$ cat src/rtl/scsi_xfer_ctl.sv
module scsi_xfer_ctl #(
  parameter int ID_W    = 3,
  parameter int LEN_W   = 16,
  parameter int RATE_W  = 8,
  parameter int OFF_W   = 6,
  parameter int MAX_OFF = 32
) (
  input  logic                 clk,
  input  logic                 rst_n,
  input  logic                 cfg_we,
  input  logic [ID_W-1:0]      cfg_id,
  input  logic                 cfg_sync,
  input  logic [RATE_W-1:0]    cfg_period,
  input  logic [OFF_W-1:0]     cfg_offset,
  input  logic                 start,
  input  logic [2:0]           phase,
  input  logic [ID_W-1:0]      tgt_id,
  input  logic                 use_dma,
  input  logic [LEN_W-1:0]     blk_len,
  input  logic [LEN_W-1:0]     blk_cnt,
  input  logic                 pio_wr,
  input  logic                 pio_rd,
  input  logic [7:0]           loc_wdata,
  output logic [7:0]           loc_rdata,
  output logic                 hold_full,
  output logic                 dreq,
  input  logic                 dack,
  output logic                 req_o,
  input  logic                 ack_i,
  output logic [7:0]           bus_do,
  input  logic [7:0]           bus_di,
  output logic                 bus_oe,
  output logic                 busy,
  output logic                 done,
  output logic [2*LEN_W-1:0]   xfer_left
);
  localparam int NID   = 1 << ID_W;
  localparam int TOT_W = 2 * LEN_W;
  localparam logic [OFF_W-1:0]  OFF_CAP = OFF_W'(MAX_OFF);
  localparam logic [RATE_W-1:0] PER_MIN = RATE_W'(2);

  typedef enum logic [1:0] {A_IDLE, A_REQ, A_REL} ast_t;

  logic              tab_sync [NID];
  logic [RATE_W-1:0] tab_per  [NID];
  logic [OFF_W-1:0]  tab_off  [NID];

  logic              cur_data, cur_sync, cur_dma, dir_in;
  logic [RATE_W-1:0] cur_per, s_cnt;
  logic [OFF_W-1:0]  cur_off, outst;
  logic [TOT_W-1:0]  to_send, loc_left;
  logic [7:0]        hold;
  logic              s_act, ack_q;
  ast_t              a_st;

  wire start_ok = start && !busy;
  wire data_ph  = phase[2:1] == 2'b00;
  wire [TOT_W-1:0] total = TOT_W'(blk_len) * TOT_W'(blk_cnt);
  wire [RATE_W-1:0] id_per = tab_per[tgt_id] < PER_MIN ? PER_MIN : tab_per[tgt_id];
  wire [OFF_W-1:0]  id_off = tab_off[tgt_id] > OFF_CAP ? OFF_CAP : tab_off[tgt_id];

  wire ack_rise  = ack_i && !ack_q;
  wire more      = to_send != '0;
  wire loc_wr    = cur_dma ? dack : pio_wr;
  wire loc_rd    = cur_dma ? dack : pio_rd;
  wire loc_fill  = busy && dir_in && loc_wr && !hold_full && loc_left != '0;
  wire loc_drain = busy && !dir_in && loc_rd && hold_full;
  wire [RATE_W-1:0] s_hi = cur_per >> 1;
  wire s_slot    = !s_act || s_cnt == cur_per - RATE_W'(1);

  wire s_launch = busy && cur_sync && s_slot && more &&
                  (dir_in ? (hold_full && outst < cur_off) : (!hold_full && outst == '0));
  wire a_launch = busy && !cur_sync && a_st == A_IDLE && !ack_i && more &&
                  (dir_in ? hold_full : !hold_full);
  wire launch   = s_launch || a_launch;
  wire s_ack    = busy && cur_sync && ack_rise && outst != '0;
  wire bus_fill = busy && !dir_in && (cur_sync ? s_ack : (a_st == A_REQ && ack_i));
  wire finish   = busy && !more && outst == '0 && a_st == A_IDLE && !s_act && !hold_full;

  assign loc_rdata = hold;
  assign bus_oe    = busy && dir_in;
  assign xfer_left = to_send;
  assign dreq      = busy && cur_dma && (dir_in ? (!hold_full && loc_left != '0) : hold_full);
  assign req_o     = cur_sync ? (s_act && s_cnt < s_hi) : (a_st == A_REQ);

  always_ff @(posedge clk or negedge rst_n)
    if (!rst_n) begin
      for (int i = 0; i < NID; i++) begin
        tab_sync[i] <= 1'b0;
        tab_per[i]  <= '0;
        tab_off[i]  <= '0;
      end
    end else if (cfg_we) begin
      tab_sync[cfg_id] <= cfg_sync;
      tab_per[cfg_id]  <= cfg_period;
      tab_off[cfg_id]  <= cfg_offset;
    end

  always_ff @(posedge clk or negedge rst_n)
    if (!rst_n) begin
      busy <= 1'b0;  done <= 1'b0;
      cur_data <= 1'b0; cur_sync <= 1'b0; cur_dma <= 1'b0; dir_in <= 1'b0;
      cur_per <= PER_MIN; cur_off <= '0;
      to_send <= '0; loc_left <= '0;
    end else begin
      done <= 1'b0;
      if (start_ok) begin
        busy     <= 1'b1;
        cur_data <= data_ph;
        dir_in   <= phase[0];
        cur_dma  <= use_dma && data_ph;
        cur_sync <= data_ph && tab_sync[tgt_id] && tab_off[tgt_id] != '0;
        cur_per  <= id_per;
        cur_off  <= id_off;
        to_send  <= total;
        loc_left <= total;
      end else begin
        if (launch)   to_send  <= to_send - TOT_W'(1);
        if (loc_fill) loc_left <= loc_left - TOT_W'(1);
        if (finish) begin
          busy <= 1'b0;
          done <= 1'b1;
        end
      end
    end

  always_ff @(posedge clk or negedge rst_n)
    if (!rst_n) begin
      hold <= '0; hold_full <= 1'b0; bus_do <= '0;
    end else if (start_ok) begin
      hold_full <= 1'b0;
    end else if (loc_fill) begin
      hold <= loc_wdata; hold_full <= 1'b1;
    end else if (bus_fill) begin
      hold <= bus_di; hold_full <= 1'b1;
    end else if (launch && dir_in) begin
      bus_do <= hold; hold_full <= 1'b0;
    end else if (loc_drain) begin
      hold_full <= 1'b0;
    end

  always_ff @(posedge clk or negedge rst_n)
    if (!rst_n) begin
      outst <= '0; s_act <= 1'b0; s_cnt <= '0; ack_q <= 1'b0; a_st <= A_IDLE;
    end else begin
      ack_q <= ack_i;
      if (start_ok)              outst <= '0;
      else if (s_launch && !s_ack) outst <= outst + OFF_W'(1);
      else if (s_ack && !s_launch) outst <= outst - OFF_W'(1);

      if (start_ok) begin
        s_act <= 1'b0; s_cnt <= '0;
      end else if (s_launch) begin
        s_act <= 1'b1; s_cnt <= '0;
      end else if (s_act) begin
        if (s_cnt == cur_per - RATE_W'(1)) s_act <= 1'b0;
        else s_cnt <= s_cnt + RATE_W'(1);
      end

      case (a_st)
        A_IDLE:  if (a_launch) a_st <= A_REQ;
        A_REQ:   if (ack_i) a_st <= A_REL;
        default: if (!ack_i) a_st <= A_IDLE;
      endcase
    end


  off_lim_chk: assert property (@(posedge clk) disable iff (!rst_n)
    busy && cur_sync |-> outst <= cur_off) else $error("outstanding above offset");


  interlock_chk: assert property (@(posedge clk) disable iff (!rst_n)
    $rose(req_o) && !cur_sync |-> $past(!ack_i)) else $error("REQ rose with ACK high");


  async_ctl_chk: assert property (@(posedge clk) disable iff (!rst_n)
    busy && !cur_data |-> !cur_sync) else $error("non-data phase synchronous");


  dreq_ok_chk: assert property (@(posedge clk) disable iff (!rst_n)
    dreq |-> busy && (dir_in ? !hold_full : hold_full)) else $error("dreq out of turn");


  done_clean_chk: assert property (@(posedge clk) disable iff (!rst_n)
    done |-> !busy && xfer_left == '0 && !req_o) else $error("done with work left");


  rcv_one_chk: assert property (@(posedge clk) disable iff (!rst_n)
    busy && cur_sync && !dir_in |-> outst <= OFF_W'(1) && !(hold_full && outst != '0))
    else $error("receive overran holding register");

endmodule

$ cat config.mk
export PLATFORM = sky130hd
export DESIGN_NAME = scsi_xfer_ctl
export DESIGN_NICKNAME = d
export VERILOG_FILES = /design/src/rtl/scsi_xfer_ctl.sv
export SDC_FILE = /design/constraint.sdc
export NUM_CORES = 1
export LEC_CHECK = 0
export ABC_AREA = 1
export BUFFER_PORTS_ARGS = -buffer_cell sky130_fd_sc_hd__buf_2
export CAP_MARGIN = 20
export CORE_ASPECT_RATIO = 1.2
export CORE_UTILIZATION = 45
export DETAILED_ROUTE_END_ITERATION = 16
export PLACE_DENSITY = 0.7
export SYNTH_ARGS = -nofsm -noshare
export SYNTH_HDL_FRONTEND = slang
export SYNTH_SLANG_ARGS = --single-unit
$ cat constraint.sdc
create_clock -name clk -period 6.8 [get_ports clk]
set_clock_uncertainty 0.2 [all_clocks]
set_input_delay 0.68 -clock clk [delete_from_list [all_inputs] [get_ports clk]]
set_output_delay 0.68 -clock clk [all_outputs]
set_load 0.1 [all_outputs]
==> flow_summary_export.csv, run 1 <==
group,metric,value,unit
outcome,status,"finished with violations",
outcome,violations,"hold timing",
timing,holdWs,-60.7,ps
timing,final_hold_viol_count,30,
clock_tree,cts_resized,0,
clock_tree,cts_num_sinks,238,
synth,synthFlopType,"dfrtp_1",
floorplan,die_w,204,um
synth,postSynthCellCount,2998,
power,ir_drop,0.000335,V
place,dp_hpwl,44.5,mm
clock_tree,cts_tree,"built",
clock_tree,clk_pin_slew,60,ps
run,drv_cap,0,
worst_setup_path,required,6990,ps
grt,first_global_vias,19340,
grt,grt_overflow,0,
floorplan,core,48200,um2
timing,slew-limit-headroom,29.0,%
worst_setup_path,rr_endpoint,"xfer_left[3]",
timing,layout_min_cycle_time,6170,ps
detailed_routing,first_pass_iters,6,
timing,tns,0,ps
power,power.density,499,nW/um2
detailed_routing,vias,19235,
synth,synth_top_area_share,26.9,%
synth,synth_common_cells,"746 x nand2_1, 535 x inv_1, 336 x o21ai_0",
cells_and_area,area_delta_synth_final,8.68,%
worst_setup_path,path_delay_family,"adder cells",
place,routabilityCongestion,1.03,
grt,grt_max_degree,102,
floorplan,ios,135,
worst_setup_path,cp-end-kind,"flop",
clock_tree,insertion_delay,540,ps
synth,ys_async_sr_fraction,100,%
timing,worst_pin_slew,1060,ps
worst_setup_path,crit_arrival,6360,ps
worst_setup_path,crit_buf_inv,7,
worst_setup_path,critPathSlowestCell,"fa_1",
synth,ys_warn_count,0,
clock_tree,clk_path_buf_depth,3,
worst_hold_path,hp-class,"in2async",
cells_and_area,fin_nets,3442,
clock_tree,htreeDepth,1,
timing,max_clock_freq,0.162,GHz
timing,drv_slew,0,
worst_setup_path,reg2reg_setup_slack,3160,ps
floorplan,rows,88,
synth,ys_seq_elements,238,
clock_tree,ctsHoldBuffers,0,
detailed_routing,drtIter0Drc,1174,
cells_and_area,antenna_cells,0,
synth,synth_most_common_cell,"nand2_1",
worst_setup_path,reg2reg_depth,12,
detailed_routing,final_antenna_net_count,0,
worst_setup_path,start_kind,"input port",
detailed_routing,wl_per_cell,15.8,um
worst_setup_path,max_stage_delay,550,ps
timing,rsz0062_at_grt,"false",
synth,yosysSeqAreaShare,27.0,%
clock_tree,cts_buffers,25,
detailed_routing,vias_per_cell,5.21,
floorplan,dieArea,50000,um2
timing,finalCritPeriodShare,90.8,%
worst_setup_path,worstSetupPathType,"in2reg",
synth,syn_avg_cell_area,7.37,um2
synth,synth_area_leaders,"dfrtp_1 27%, fa_1 18%, nand2_1 13%",
worst_setup_path,critPathMaxFanout,16,
grt,grt_antenna_before_repair,0,
clock_tree,cts_root_buffer,"clkbuf_16",
detailed_routing,drc,0,
power,p_leak,13.0,nW
floorplan,die_h,245,um
synth,synth.cell_area,22100,um2
worst_setup_path,path_cells,"buf_2 > nand2_1 > fa_1 > inv_1 > fa_1 > inv_1 > fa_1 > inv_1 > fa_1 > fa_1 > inv_1 > fa_1 > inv_1 > ha_1 > nand2_1 > inv_1 > a21oi_1 > nand3_1 > o21ai_0 > o21ai_0 > nand2_1 > o21ai_0",
grt,grt_util_all_layers,24.0,%
grt,grt_pass1_wl,97.2,mm
worst_setup_path,rr_startpoint,"xfer_left[0]",
place,io_buffer_count,134,
synth,synth_enable_flop_cells,0,
synth,synth_cell_type_count,47,
detailed_routing,drt_wl_total,58.4,mm
cells_and_area,drive_gt1_share,7.87,%
timing,setup_viol,0,
clock_tree,cts_setup_buffers,0,
synth,syn-num-nets,3397,
synth,yosys.area.top_type,"dfrtp_1",
floorplan,initial_utilization,45.8,%
==> power breakdown <==
group          internal (mW)  total [mW]  switching (mW)
Sequential              1.83        2.22           0.387
Combinational           2.65        8.38            5.73
Clock                  0.801        1.38           0.578
Total                   5.28        12.0            6.70
==> cell families after synthesis <==
logic type | share of synthesized area [%]
adders and majority gates | 24.6
and+or+nand+nor | 22.2
buffers and inverters | 11.8
DFF | 27.0
xor gates and xnor gates | 1.35
muxes | 0.363
AOI/OAI and AO/OA | 12.6
==> how the worst max path moves through the flow <==
stage,slack (ps),end,from,cells after the start
2_1_floorplan,650,xfer_left[28],blk_len[7],24
3_3_place_gp,230,xfer_left[15],blk_len[7],22
3_5_place_dp,190,xfer_left[17],blk_len[7],24
4_1_cts,730,xfer_left[15],blk_len[7],22
5_1_grt,310,xfer_left[17],blk_len[7],24
6_report,630,xfer_left[15],blk_len[7],22
==> layout by cell type (no fill, tap or decap), types with 4 or more instances in the layout <==
cell type  Yosys  final
o21ai_1       14     14
a22oi_1        5      5
mux2i_1        8      8
nor2_1       259    259
a21o_1         4      4
nor2_2         7      6
dfrtp_1      237    237
xor2_1        24     24
ha_1         123    123
buf_2         13    133
a31oi_1       16     16
o21ai_2        5      5
a21boi_0       6      6
buf_4          6     23
clkbuf_8       0      4
nand2_4        4      4
o22ai_1       20     20
nor3_1        26     25
nand3b_1      10     10
or2_2          7      7
fa_1         195    195
nand2_1      746    746
clkbuf_16      0     25
nand2_2        5      5
o21ai_0      336    336
nand3_1       96     96
xnor2_1       10     10
o221ai_1       9      9
inv_2          4      5
nand4_1       32     32
o211ai_1       5      5
inv_1        535    535
clkbuf_1     120      6
a21oi_1       88     88
==> registers in the layout, indices dropped and copies added (netlist names) <==
signal and count:
a_st 2, ack_q 1, bus_do 8, busy 1
cur_dma 1, cur_off 6, cur_per 8, cur_sync 1
dir_in 1, done 1, hold_full 1, loc_left 32
loc_rdata 8, outst 6, s_act 1, s_cnt 8
tab_off 48, tab_per 64, tab_sync 8, xfer_left 32
==> stage by stage <==
stage | util (%) | cells | power, mW | setup WS [ps] | area [um2]
CTS | 49.7 | 3689 | 12.0 | 732 | 24000
finish | 49.8 | 3691 | 12.0 | 629 | 24000
floorplan | - | 2998 | 8.52 | 651 | 22100
detailed placement | 48.0 | 3644 | 10.5 | 188 | 23200
global placement | 48.0 | 3644 | 10.4 | 228 | 23200
global route | 49.8 | 3691 | 13.3 | 305 | 24000
==> per-layer routing <==
metal,GRT usage (%),up-vias,wire (um)
met3,3.84,123,3460
met5,0,-,0
met2,43.5,497,29800
met1,28.2,9214,22900
met4,9.37,0,2170
li1,-,9401,-
==> cell type report <==
| cell class | count | area, um2 |
|---|---|---|
| inverters | 541 | 2030 |
| fillers | 4807 | 24200 |
| flip-flops and latches | 238 | 5960 |
| multi-input cells | 2078 | 13500 |
| well taps | 630 | 788 |
| clock inverters | 10 | 116 |
| clock buffers | 35 | 703 |
| repair buffers | 159 | 883 |
No activity file was read; power rests on OpenSTA's default activity.
==> run 2, diff against run 1 <==
- CORE_ASPECT_RATIO: 1.2 -> 0.75
- REMOVE_ABC_BUFFERS: unset -> 1
==> run 2 against run 1 <==
The flow still finishes with violations (hold timing). First-iteration DRC count grew 49%. Sequential share of layout area decreased by 0.13 points. Critical endpoint unchanged. Critical path type unchanged. Design area grew 0.52%.
==> flow_summary_export.csv, run 2 (synthesis gave the netlist of run 1 again) <==
group,metric,value,unit
worst_setup_path,path_delay_family,"adder cells",
timing,worst_pin_slew,1020,ps
cells_and_area,fin_util,50.4,%
clock_tree,cts_num_sinks,238,
clock_tree,cts_buffers,26,
worst_setup_path,reg2reg_setup_slack,3130,ps
timing,layout_min_cycle_time,6170,ps
run,drv_cap,0,
grt,grt_util_all_layers,24.5,%
cells_and_area,largest_reg_flops,64,
timing,drv_slew,0,
clock_tree,cts_setup_buffers,0,
timing,slew-limit-headroom,32.1,%
place,routabilityCongestion,0.936,
worst_setup_path,max_stage_delay,570,ps
detailed_routing,vias_per_cell,5.26,
clock_tree,htreeDepth,1,
outcome,status,"finished with violations",
detailed_routing,drc,0,
worst_setup_path,critPathSlowestCell,"fa_1",
timing,rsz0062_at_grt,"false",
clock_tree,ctsHoldBuffers,0,
timing,holdWs,-12.6,ps
worst_setup_path,worstSetupPathType,"in2reg",
worst_setup_path,crit_arrival,6390,ps
grt,first_global_vias,18752,
timing,max_clock_freq,0.162,GHz
detailed_routing,drt_wl_total,59.8,mm
clock_tree,cts_tree,"built",
detailed_routing,wl_per_cell,16.1,um
floorplan,dieArea,50000,um2
cells_and_area,drive_gt1_share,8.03,%
cells_and_area,layout.cells.most_common,"nand2_1",
detailed_routing,vias,19459,
worst_setup_path,start_kind,"input port",
floorplan,initial_utilization,46.1,%
floorplan,core,47900,um2
timing,setup_viol,0,
detailed_routing,dr_wl_met3,5.18,mm
grt,grt_antenna_before_repair,0,
detailed_routing,drtIter0Drc,1745,
grt,grt_pass1_wl,99.8,mm
cells_and_area,antenna_cells,0,
detailed_routing,m1WireLength,28.0,mm
detailed_routing,dr.max_layer_used,"met4",
worst_setup_path,startpoint,"blk_cnt[7]",
place,io_buffer_count,134,
timing,tns,0,ps
detailed_routing,final_antenna_net_count,0,
clock_tree,cts_resized,0,
worst_hold_path,hp-class,"in2async",
worst_setup_path,cp-end-kind,"flop",
clock_tree,cts_root_buffer,"clkbuf_16",
cells_and_area,reg_top3,"tab_per (64), tab_off (48)",
timing,finalCritPeriodShare,90.8,%
floorplan,die_h,194,um
floorplan,die_w,258,um
power,power.density,509,nW/um2
clock_tree,clk_pin_slew,70,ps
floorplan,rows,69,
cells_and_area,fin_nets,3442,
floorplan,ios,135,
detailed_routing,met2_wirelength,25.4,mm
power,p_leak,13.1,nW
clock_tree,clk_path_buf_depth,3,
grt,grt_max_degree,132,
worst_setup_path,rr_startpoint,"cur_per[1]",
grt,grt_overflow,0,
outcome,violations,"hold timing",
worst_setup_path,required,7020,ps
cells_and_area,top_register,"tab_per",
worst_setup_path,crit_buf_inv,7,
clock_tree,insertion_delay,550,ps
worst_setup_path,critPathMaxFanout,16,
place,dp_hpwl,43.9,mm
power,ir_drop,0.000429,V
cells_and_area,layout_common_cells,"746 x nand2_1, 535 x inv_1, 336 x o21ai_0",
worst_setup_path,path_cells,"buf_2 > nand2_1 > fa_1 > inv_1 > fa_1 > inv_1 > fa_1 > inv_1 > fa_1 > fa_1 > inv_1 > fa_1 > inv_1 > ha_1 > nand2_1 > inv_1 > a21oi_1 > nand3_1 > o21ai_0 > o21ai_0 > nand2_1 > o21ai_0",
cells_and_area,area_delta_synth_final,9.25,%
timing,final_hold_viol_count,17,
detailed_routing,first_pass_iters,5,
## run 2: final timing paths
| check | cells after the start | endpoint |
|---|---|---|
| max in group asynchronous | 2 | xfer_left[0] |
| min in group clk | 1 | ack_q |
| worst max register to register | 21 | outst[5] |
| worst max-delay path | 22 | xfer_left[15] |
| worst min register to register | 2 | bus_do[5] |
| worst min-delay path | 1 | loc_rdata[6] |
## run 2: metrics by stage
stage	power [mW]	cells	setup WS [ps]	area [um2]	hold slack, ps
2_1_floorplan	8.44	2857	996	21500	184
3_3_place_gp	10.7	3651	210	23200	252
3_5_place_dp	10.7	3651	166	23200	261
4_1_cts	12.2	3699	731	24100	32.9
5_1_grt	13.5	3702	314	24100	58.4
6_report	12.3	3702	625	24100	-12.6
## run 2: report_power, final
group	switching [mW]	internal [mW]	leakage, nW
sequential	0.414	1.83	2.97
combinational	5.88	2.71	9.66
clock	0.608	0.849	0.431
## run 2: final cells by class
cell class / count / area, um2
clock buffer: 35 / 744
clock inverter: 13 / 150
fill: 4695 / 23800
inverter: 541 / 2030
multi-input combinational: 2078 / 13500
sequential: 238 / 5960
tap: 639 / 800
timing repair buffer: 158 / 921
## run 2: layer usage
metal | vias to the layer above | GRT usage, %
met5 | - | 0
met4 | 0 | 5.30
met3 | 87 | 3.96
met2 | 793 | 36.5
met1 | 9170 | 37.1
li1 | 9409 | -
